**src/rtl/spi_replay_pkg.sv**
```systemverilog
package spi_replay_pkg;

    typedef enum logic {
        RS_IDLE = 1'b0,
        RS_RUN  = 1'b1
    } replay_state_e;

    typedef struct packed {
        logic we;
        logic clr;
    } wr_ctl_t;

    function automatic logic gate_write(input logic req, input logic locked);
        return req & ~locked;
    endfunction

endpackage

```
**src/rtl/replay_mem.sv**
```systemverilog
module replay_mem #(
    parameter int W     = 16,
    parameter int DEPTH = 16,
    parameter int AW    = (DEPTH > 1) ? $clog2(DEPTH) : 1,
    parameter int CW    = $clog2(DEPTH + 1)
) (
    input  logic                     clk,
    input  logic                     rst,
    input  spi_replay_pkg::wr_ctl_t  ctl,
    input  logic [W-1:0]             wdata,
    input  logic [AW-1:0]            rd_addr,
    output logic [W-1:0]             rd_data,
    output logic [CW-1:0]            count,
    output logic                     ovf
);
    localparam logic [CW-1:0] FULL = CW'(DEPTH);

    logic [W-1:0] store [DEPTH];

    always_ff @(posedge clk) begin
        if (rst || ctl.clr) begin
            for (int i = 0; i < DEPTH; i++) store[i] <= '0;
            count <= '0;
            ovf   <= 1'b0;
        end else if (ctl.we) begin
            if (count == FULL) begin
                ovf <= 1'b1;
            end else begin
                store[count[AW-1:0]] <= wdata;
                count <= count + 1'b1;
            end
        end
    end

    assign rd_data = store[rd_addr];
endmodule

```
**src/rtl/trig_edge.sv**
```systemverilog
module trig_edge (
    input  logic clk,
    input  logic rst,
    input  logic async_in,
    output logic rise
);
    logic [2:0] shr;

    always_ff @(posedge clk) begin
        if (rst) shr <= '0;
        else     shr <= {shr[1:0], async_in};
    end

    assign rise = shr[1] & ~shr[2];
endmodule

```
**src/rtl/replay_seq.sv**
```systemverilog
module replay_seq #(
    parameter int CW = 5
) (
    input  logic          clk,
    input  logic          rst,
    input  logic          start,
    input  logic [CW-1:0] cmd_cnt,
    input  logic [CW-1:0] dat_cnt,
    input  logic          cmd_ready,
    input  logic          dat_ready,
    input  logic          done,
    output logic          busy,
    output logic          cmd_valid,
    output logic          dat_valid,
    output logic [CW-1:0] cmd_ptr,
    output logic [CW-1:0] dat_ptr
);
    import spi_replay_pkg::*;

    replay_state_e state;
    logic          cmds_drained;

    assign busy         = (state == RS_RUN);
    assign cmd_valid    = busy && (cmd_ptr < cmd_cnt);
    assign dat_valid    = busy && (dat_ptr < dat_cnt);
    assign cmds_drained = (cmd_ptr == cmd_cnt);

    always_ff @(posedge clk) begin
        if (rst) begin
            state   <= RS_IDLE;
            cmd_ptr <= '0;
            dat_ptr <= '0;
        end else begin
            case (state)
                RS_IDLE: begin
                    if (start) begin
                        state   <= RS_RUN;
                        cmd_ptr <= '0;
                        dat_ptr <= '0;
                    end
                end
                default: begin
                    if (cmd_valid && cmd_ready) cmd_ptr <= cmd_ptr + 1'b1;
                    if (dat_valid && dat_ready) dat_ptr <= dat_ptr + 1'b1;
                    if (cmds_drained && done)   state   <= RS_IDLE;
                end
            endcase
        end
    end
endmodule

```
**src/rtl/spi_replay_offload.sv**
```systemverilog
module spi_replay_offload #(
    parameter int CMD_W = 16,
    parameter int DAT_W = 8,
    parameter int DEPTH = 16
) (
    input  logic             clk,
    input  logic             rst,
    input  logic             cmd_we,
    input  logic [CMD_W-1:0] cmd_wdata,
    input  logic             dat_we,
    input  logic [DAT_W-1:0] dat_wdata,
    input  logic             mem_clr,
    input  logic             arm,
    output logic             armed,
    input  logic             trig_in,
    output logic             cmd_valid,
    input  logic             cmd_ready,
    output logic [CMD_W-1:0] cmd_data,
    output logic             dat_valid,
    input  logic             dat_ready,
    output logic [DAT_W-1:0] dat_data,
    input  logic             xfer_done,
    output logic             wr_ovf
);
    import spi_replay_pkg::*;

    localparam int AW = (DEPTH > 1) ? $clog2(DEPTH) : 1;
    localparam int CW = $clog2(DEPTH + 1);

    logic          busy;
    logic          trig_rise;
    logic [CW-1:0] cmd_cnt, dat_cnt, cmd_ptr, dat_ptr;
    logic          cmd_ovf, dat_ovf;
    wr_ctl_t       cmd_ctl, dat_ctl;

    assign armed = arm | busy;

    assign cmd_ctl.we  = gate_write(cmd_we, armed);
    assign cmd_ctl.clr = gate_write(mem_clr, armed);
    assign dat_ctl.we  = gate_write(dat_we, armed);
    assign dat_ctl.clr = gate_write(mem_clr, armed);

    replay_mem #(.W(CMD_W), .DEPTH(DEPTH), .AW(AW), .CW(CW)) u_cmd_mem (
        .clk(clk), .rst(rst), .ctl(cmd_ctl), .wdata(cmd_wdata),
        .rd_addr(cmd_ptr[AW-1:0]), .rd_data(cmd_data),
        .count(cmd_cnt), .ovf(cmd_ovf)
    );

    replay_mem #(.W(DAT_W), .DEPTH(DEPTH), .AW(AW), .CW(CW)) u_dat_mem (
        .clk(clk), .rst(rst), .ctl(dat_ctl), .wdata(dat_wdata),
        .rd_addr(dat_ptr[AW-1:0]), .rd_data(dat_data),
        .count(dat_cnt), .ovf(dat_ovf)
    );

    trig_edge u_trig (
        .clk(clk), .rst(rst), .async_in(trig_in), .rise(trig_rise)
    );

    replay_seq #(.CW(CW)) u_seq (
        .clk(clk), .rst(rst),
        .start(trig_rise & arm & ~busy),
        .cmd_cnt(cmd_cnt), .dat_cnt(dat_cnt),
        .cmd_ready(cmd_ready), .dat_ready(dat_ready),
        .done(xfer_done), .busy(busy),
        .cmd_valid(cmd_valid), .dat_valid(dat_valid),
        .cmd_ptr(cmd_ptr), .dat_ptr(dat_ptr)
    );

    assign wr_ovf = cmd_ovf | dat_ovf;
endmodule

```
**config.mk**
```make
export PLATFORM = sky130hd
export DESIGN_NAME = spi_replay_offload
export DESIGN_NICKNAME = d
export VERILOG_FILES = /design/src/rtl/spi_replay_pkg.sv /design/src/rtl/replay_mem.sv /design/src/rtl/trig_edge.sv /design/src/rtl/replay_seq.sv /design/src/rtl/spi_replay_offload.sv
export SDC_FILE = /design/constraint.sdc
export NUM_CORES = 1
export LEC_CHECK = 0
export ABC_CLOCK_PERIOD_IN_PS = 3400
export BUFFER_PORTS_ARGS = -buffer_cell sky130_fd_sc_hd__buf_4
export CAP_MARGIN = 20
export CORE_UTILIZATION = 60
export DETAILED_ROUTE_END_ITERATION = 10
export PLACE_DENSITY = 0.8
export SLEW_MARGIN = 10
export SYNTH_ARGS = -nofsm -noshare
export SYNTH_HDL_FRONTEND = slang
export SYNTH_HIERARCHICAL = 1
export SYNTH_SLANG_ARGS = --single-unit
```
**constraint.sdc**
```tcl
create_clock -name clk -period 3.4 [get_ports clk]
set_clock_uncertainty 0.1 [all_clocks]
set_input_delay 0 -clock clk [delete_from_list [all_inputs] [get_ports clk]]
set_output_delay 0 -clock clk [all_outputs]
set_load 0.01 [all_outputs]
```
## Word-level counts from Yosys, hierarchy flattened

Memories as Yosys holds them, arrays and structs flattened. A register that Yosys moved wholly into a read port is not among the register bits.
Cells that the tools add are included.

| storage, ports and cells | value |
|---|---|
| word-level logic and storage cells | 77 |
| ROM bits | 0 |
| bits in latches | 0 |
| input port bits | 34 |
| output and inout bits | 28 |
| RAM bits | 384 |
| register bits after elaboration | 26 |
| memories | 2 |

| operators by class | value |
|---|---|
| multiplexer cells | 28 |
| add/sub/neg operators | 4 |
| reduce and logical (&&, ||, !) cells | 15 |
| eq/ne operators | 5 |
| $mul | 0 |
| div/mod/pow operators | 0 |
| order comparisons | 2 |
| bitwise operators | 13 |
| shift-type cells | 0 |

Memory list:

| name | depth | width | read ports | clocked after memory_dff | write ports | RTL line | RTL |
|---|---|---|---|---|---|---|---|
| u_cmd_mem.store | 16 | 16 | 1 | 1 | 16 | replay_mem.sv:18 | `logic [W-1:0] store [DEPTH];` |
| u_dat_mem.store | 16 | 8 | 1 | 1 | 16 | replay_mem.sv:18 |  |

Operator list:

| operator | count |
|---|---|
| $mux W5 | 5 |
| $mux W4 | 6 |
| $add A5 B1 Y5 const B | 4 |
| $mux W16 | 1 |
| $reduce_or A16 Y1 | 1 |
| $mux W1 | 15 |
| $reduce_and A2 Y1 | 6 |
| $eq A5 B5 Y1 const B | 2 |
| $lt A5 B5 Y1 | 2 |
| $mux W8 | 1 |
| $reduce_or A8 Y1 | 1 |
| $and A1 B1 Y1 | 6 |
| $eq A5 B5 Y1 | 1 |
| $logic_and A1 B1 Y1 | 5 |
| $not A1 Y1 | 5 |
| $ne A2 B2 Y1 const B | 2 |
| $or A1 B1 Y1 | 2 |
| $reduce_bool A2 Y1 | 1 |
| $logic_or A1 B1 Y1 | 1 |

## Logic depth before layout (Yosys ltp)

| logic depth | value |
|---|---|
| depth after elaboration | 8 |
| depth in mapped cells | 7 |
| gate-level depth less buffers | 7 |

## Cells and area by module

Netlist, hierarchy kept.

By module, submodules not included:

| module | sequential area each (µm²) | area each (µm²) | cells each | times used |
|---|---|---|---|---|
| replay_mem at u_cmd_mem | 7807.5 | 11771.3 | 828 | 1 |
| replay_mem at u_dat_mem | 3963.8 | 6114.6 | 451 | 1 |
| replay_seq | 220.2 | 860.8 | 105 | 1 |
| trig_edge | 60.1 | 87.6 | 7 | 1 |
| spi_replay_offload | 0.0 | 43.8 | 6 | 1 |

## Least setup slack after synthesis

No wires, ideal clock.

| timing | value |
|---|---|
| path kind | reg2reg |
| start point | reg u_cmd_mem.count[0] |
| end point | mem u_cmd_mem.store[3][0] (enable) |
| required time | 2928 ps |
| arrival | 1922 ps |
| setup slack | 1006 ps |
| stages on the path, launching flop included | 8 |
| setup time | 372 ps |
| period minus slack after synthesis | 2394 ps |
| buffers on the path | 2 |
| cell sequence | dfxtp_1 inv_1 ha_1 and2_1 buf_2 nand4b_2 buf_2 nand2_1 |

RTL lines:

| what | RTL line | RTL |
|---|---|---|
| start, declared | replay_mem.sv:13 | `output logic [CW-1:0] count,` |
| start signal, assigned | replay_mem.sv:30 | `count <= count + 1'b1;` |
| end, declared | replay_mem.sv:18 |  |

==> impl_metrics.py <==
metrics = {
    "critical_path": {
        "cp_max_fo": 18,
        "cp.required_ps": 3300,
        "startpoint_type": "flop",
        "arrival_ps": 2780,
        "slowest_delay_ps": 640,
        "end_kind": "primary output",
        "crit_path_top_delay_cell": "mux4_1",
        "crit_path_frequent_cell": "buf_4",
        "critPathKind": "flop to primary output",
        "crit_chain": "buf_4 > mux4_1 > a22oi_1 > nand2_1 > buf_4",
    },
    "logic_synthesis": {
        "synth_area_leaders": "edfxtp_1 (61%), mux4_2 (9.2%), nor2_1 (6.5%)",
        "synth_compound_area_share_pct": 3.606,
        "synth_fa_ha_area_share_pct": 1.259,
        "synth_fp_nets": 1450,
        "yosysMostFrequentCell": "edfxtp_1",
        "yosys_register_bits": 410,
        "synth-edff-count": 384,
        "synth.area.mux_share_pct": 11.83,
        "synth_area_sq_mm": 0.01888,
        "async_flop_share_pct": 0,
        "ys_warn_count": 6,
        "syn_area_per_cell_sq_um": 13.51,
        "synthTopCellsByCount": "edfxtp_1 (384), nor2_1 (328), nand2_1 (173), mux4_2 (77), and2_1 (75)",
        "synthSimpleGateAreaFrac_pct": 16.13,
        "synth_cell_types": 62,
        "synth_area_leader_cell": "edfxtp_1",
        "netlist.area_leader.share_pct": 61.08,
        "synth_top_family_by_area": "simple AND/OR/NAND/NOR gates",
        "syn_inst": 1397,
        "yosysSeqAreaShare_pct": 63.84,
        "synth_xor_area_share_pct": 0.1856,
        "synth_ff_type": "edfxtp_1",
    },
    "finish": {
        "post-route-cell-area_sq_mm": 0.02136,
        "nets": 1540,
        "drive_gt1_share_pct": 17.77,
        "syn2layout_area_growth_pct": 13.13,
        "n_antenna_cell": 0,
    },
    "global_routing": {
        "grt_pass1_wl_mm": 68.63,
        "top_usage_layer": "met2",
        "use_met1_pct": 39.50,
        "use_met3_pct": 4.515,
        "antenna_found_initial": 0,
        "grt_max_degree": 67,
        "met2_usage_pct": 48.46,
        "grt_pass1_vias": 11961,
        "grt_overflow_total": 0,
        "groute.usage.overall_pct": 29.10,
    },
    "floorplanning": {
        "die_w_um": 179.4,
        "num_rows": 64,
        "ios": 62,
        "die_h_um": 179.4,
        "die_area_sq_mm": 0.03218,
        "core_area_sq_mm": 0.03075,
        "initial_utilization_pct": 61.39,
    },
    "cts": {
        "cts_sinks": 410,
        "cts_made_buffers": 42,
        "worstSkewPairLatency_ps": 550,
        "cts_tree": "built",
        "htreeDepth": 2,
        "path_clk_slew_ps": 60,
        "root_buffer": "clkbuf_16",
        "post_cts_resized": 0,
        "clockBufferDepth": 3,
    },
    "pwr": {
        "vdd_drop_max_mv": 0.4139,
        "comb_power_share_pct": 5.8,
        "p_sw_uw": 2365,
        "p_seq_share_pct": 53.1,
        "power_leakage_uw": 0.007591,
        "intPower_uw": 8619,
        "sw_frac_of_total_pct": 21.53,
        "power_frac_clock_pct": 41.1,
        "power_density_mw_per_mm2": 514.3,
    },
    "worst_hold_path": {
        "hold_class": "input port to flop",
    },
    "timing": {
        "finalSetupViolCount": 0,
        "max_freq_mhz": 346.7,
        "fin_crit_sh_pct": 84.84,
        "worst_pin_slew_ps": 858.6,
        "hold_viol": 0,
        "slew_viol_final": 0,
        "max_slew_margin_pct": 42.64,
        "finalSetupTns_ps": 0,
        "rsz0062_at_grt": "no",
        "min_period_ps": 2885,
    },
    "placement": {
        "dp_hpwl_mm": 28.23,
        "placed_area_sq_mm": 0.01967,
        "place_congestion": 0.8217,
        "io_buffers": 61,
    },
    "route": {
        "drt-wirelength-per-cell_um": 23.98,
        "ant_nets": 0,
        "drt_iter0_drc": 1577,
        "avgViaCountPerCell": 6.381,
        "first_pass_iters": 8,
        "vias": 12219,
        "drc": 0,
        "drt-total-wl_mm": 45.93,
    },
    "outcome": {
        "status": "complete, no violations",
    },
    "run": {
        "cap_violations": 0,
    },
}
sequential cells by signal, summed over array words and instances, names as in the netlist:
name and flops:
u_cmd_mem/count 5, u_cmd_mem/ovf 1, u_cmd_mem/store 256, u_dat_mem/count 5, u_dat_mem/ovf 1, u_dat_mem/store 128
u_seq/busy 1, u_seq/cmd_ptr 5, u_seq/dat_ptr 5, u_trig/shr 3
power groups by stage:
stage	Combinational, uW	Clock [uW]	Sequential (uW)
2_1_floorplan	331	0	5890
3_3_place_gp	586	0	5910
3_5_place_dp	597	0	5930
4_1_cts	632	4530	5830
5_1_grt	671	4730	5840
6_report	639	4520	5830
final timing paths:
path | start | end | slack, ps | depth (start not counted)
hold reg to reg | u_trig/shr[0] | u_trig/shr[1] | 350 | 1
setup reg to reg | u_seq/busy | u_cmd_mem/store[14][10] | 550 | 8
setup / recovery | u_seq/cmd_ptr[0] | cmd_data[0] | 520 | 5
hold / removal | mem_clr | u_dat_mem/count[0] | 180 | 5
cells by family after synthesis:
| group | after synthesis |
|---|---|
| AO/OA/AOI/OAI | 94 |
| XOR/XNOR | 4 |
| adder cells (fa/ha/maj) | 19 |
| buffers and inverters | 111 |
| flip-flops | 410 |
| multiplexers | 96 |
| AND/OR/NAND/NOR | 663 |
layout by cell type (no fill, tap or decap), types with 6 or more instances in the layout:
master and count:
a21o_1 6, a21oi_1 13, a22oi_1 48, and2_1 75, buf_4 100, clkbuf_1 11
clkbuf_16 43, clkinv_1 9, clkinv_2 6, dfxtp_1 23, dlygate4sd3_1 34, edfxtp_1 384
ha_1 19, inv_1 20, mux4_1 19, mux4_2 77, nand2_1 173, nand3_1 10
nand4_1 8, nor2_1 327, nor2b_1 10, nor3_4 6, o21ai_0 12
timing repair:
| item | CTS | global route |
|---|---|---|
| buffers inserted | 0 | 0 |
| hold endpoints to repair | 404 | 0 |
| hold buffers | 34 | 0 |
stage by stage:
step	instances	hold slack (ps)	total power [uW]	setup slack (ps)	utilization, %
floorplan	1397	-28.39	6223	1006	-
global placement	1805	122.2	6498	1034	63.98
detailed placement	1805	119.0	6526	953.7	63.98
CTS	1915	164.3	10990	509.7	69.45
global route	1915	253.9	11240	351.2	69.45
finish	1915	184.1	10980	515.4	69.45
critical path, delay by kind of cell, from the launching register on:
kind                   cells  cell delay (ps)
flip-flops                 1              590
AO/OA/AOI/OAI              1              340
multiplexers               1              640
buffers and inverters      2              530
AND/OR/NAND/NOR            1              120
area by class of cell:
class                      instances  area [sq um]
multi-input combinational        876          6235
inverter                          20         75.07
tap                              396         495.5
fill                            1965          9393
sequential                       410         12060
clock inverter                    22         225.2
clock buffer                      54          1117
timing repair buffer             137          1151
per-layer routing:
| metal | part of all wire, % | vias up |
|---|---|---|
| met1 | 37 | 6006 |
| met4 | 3.1 | 0 |
| met3 | 11 | 121 |
| met5 | 0 | - |
| met2 | 49 | 806 |
| li1 | - | 5286 |
Power figures use the tool's default switching activity.
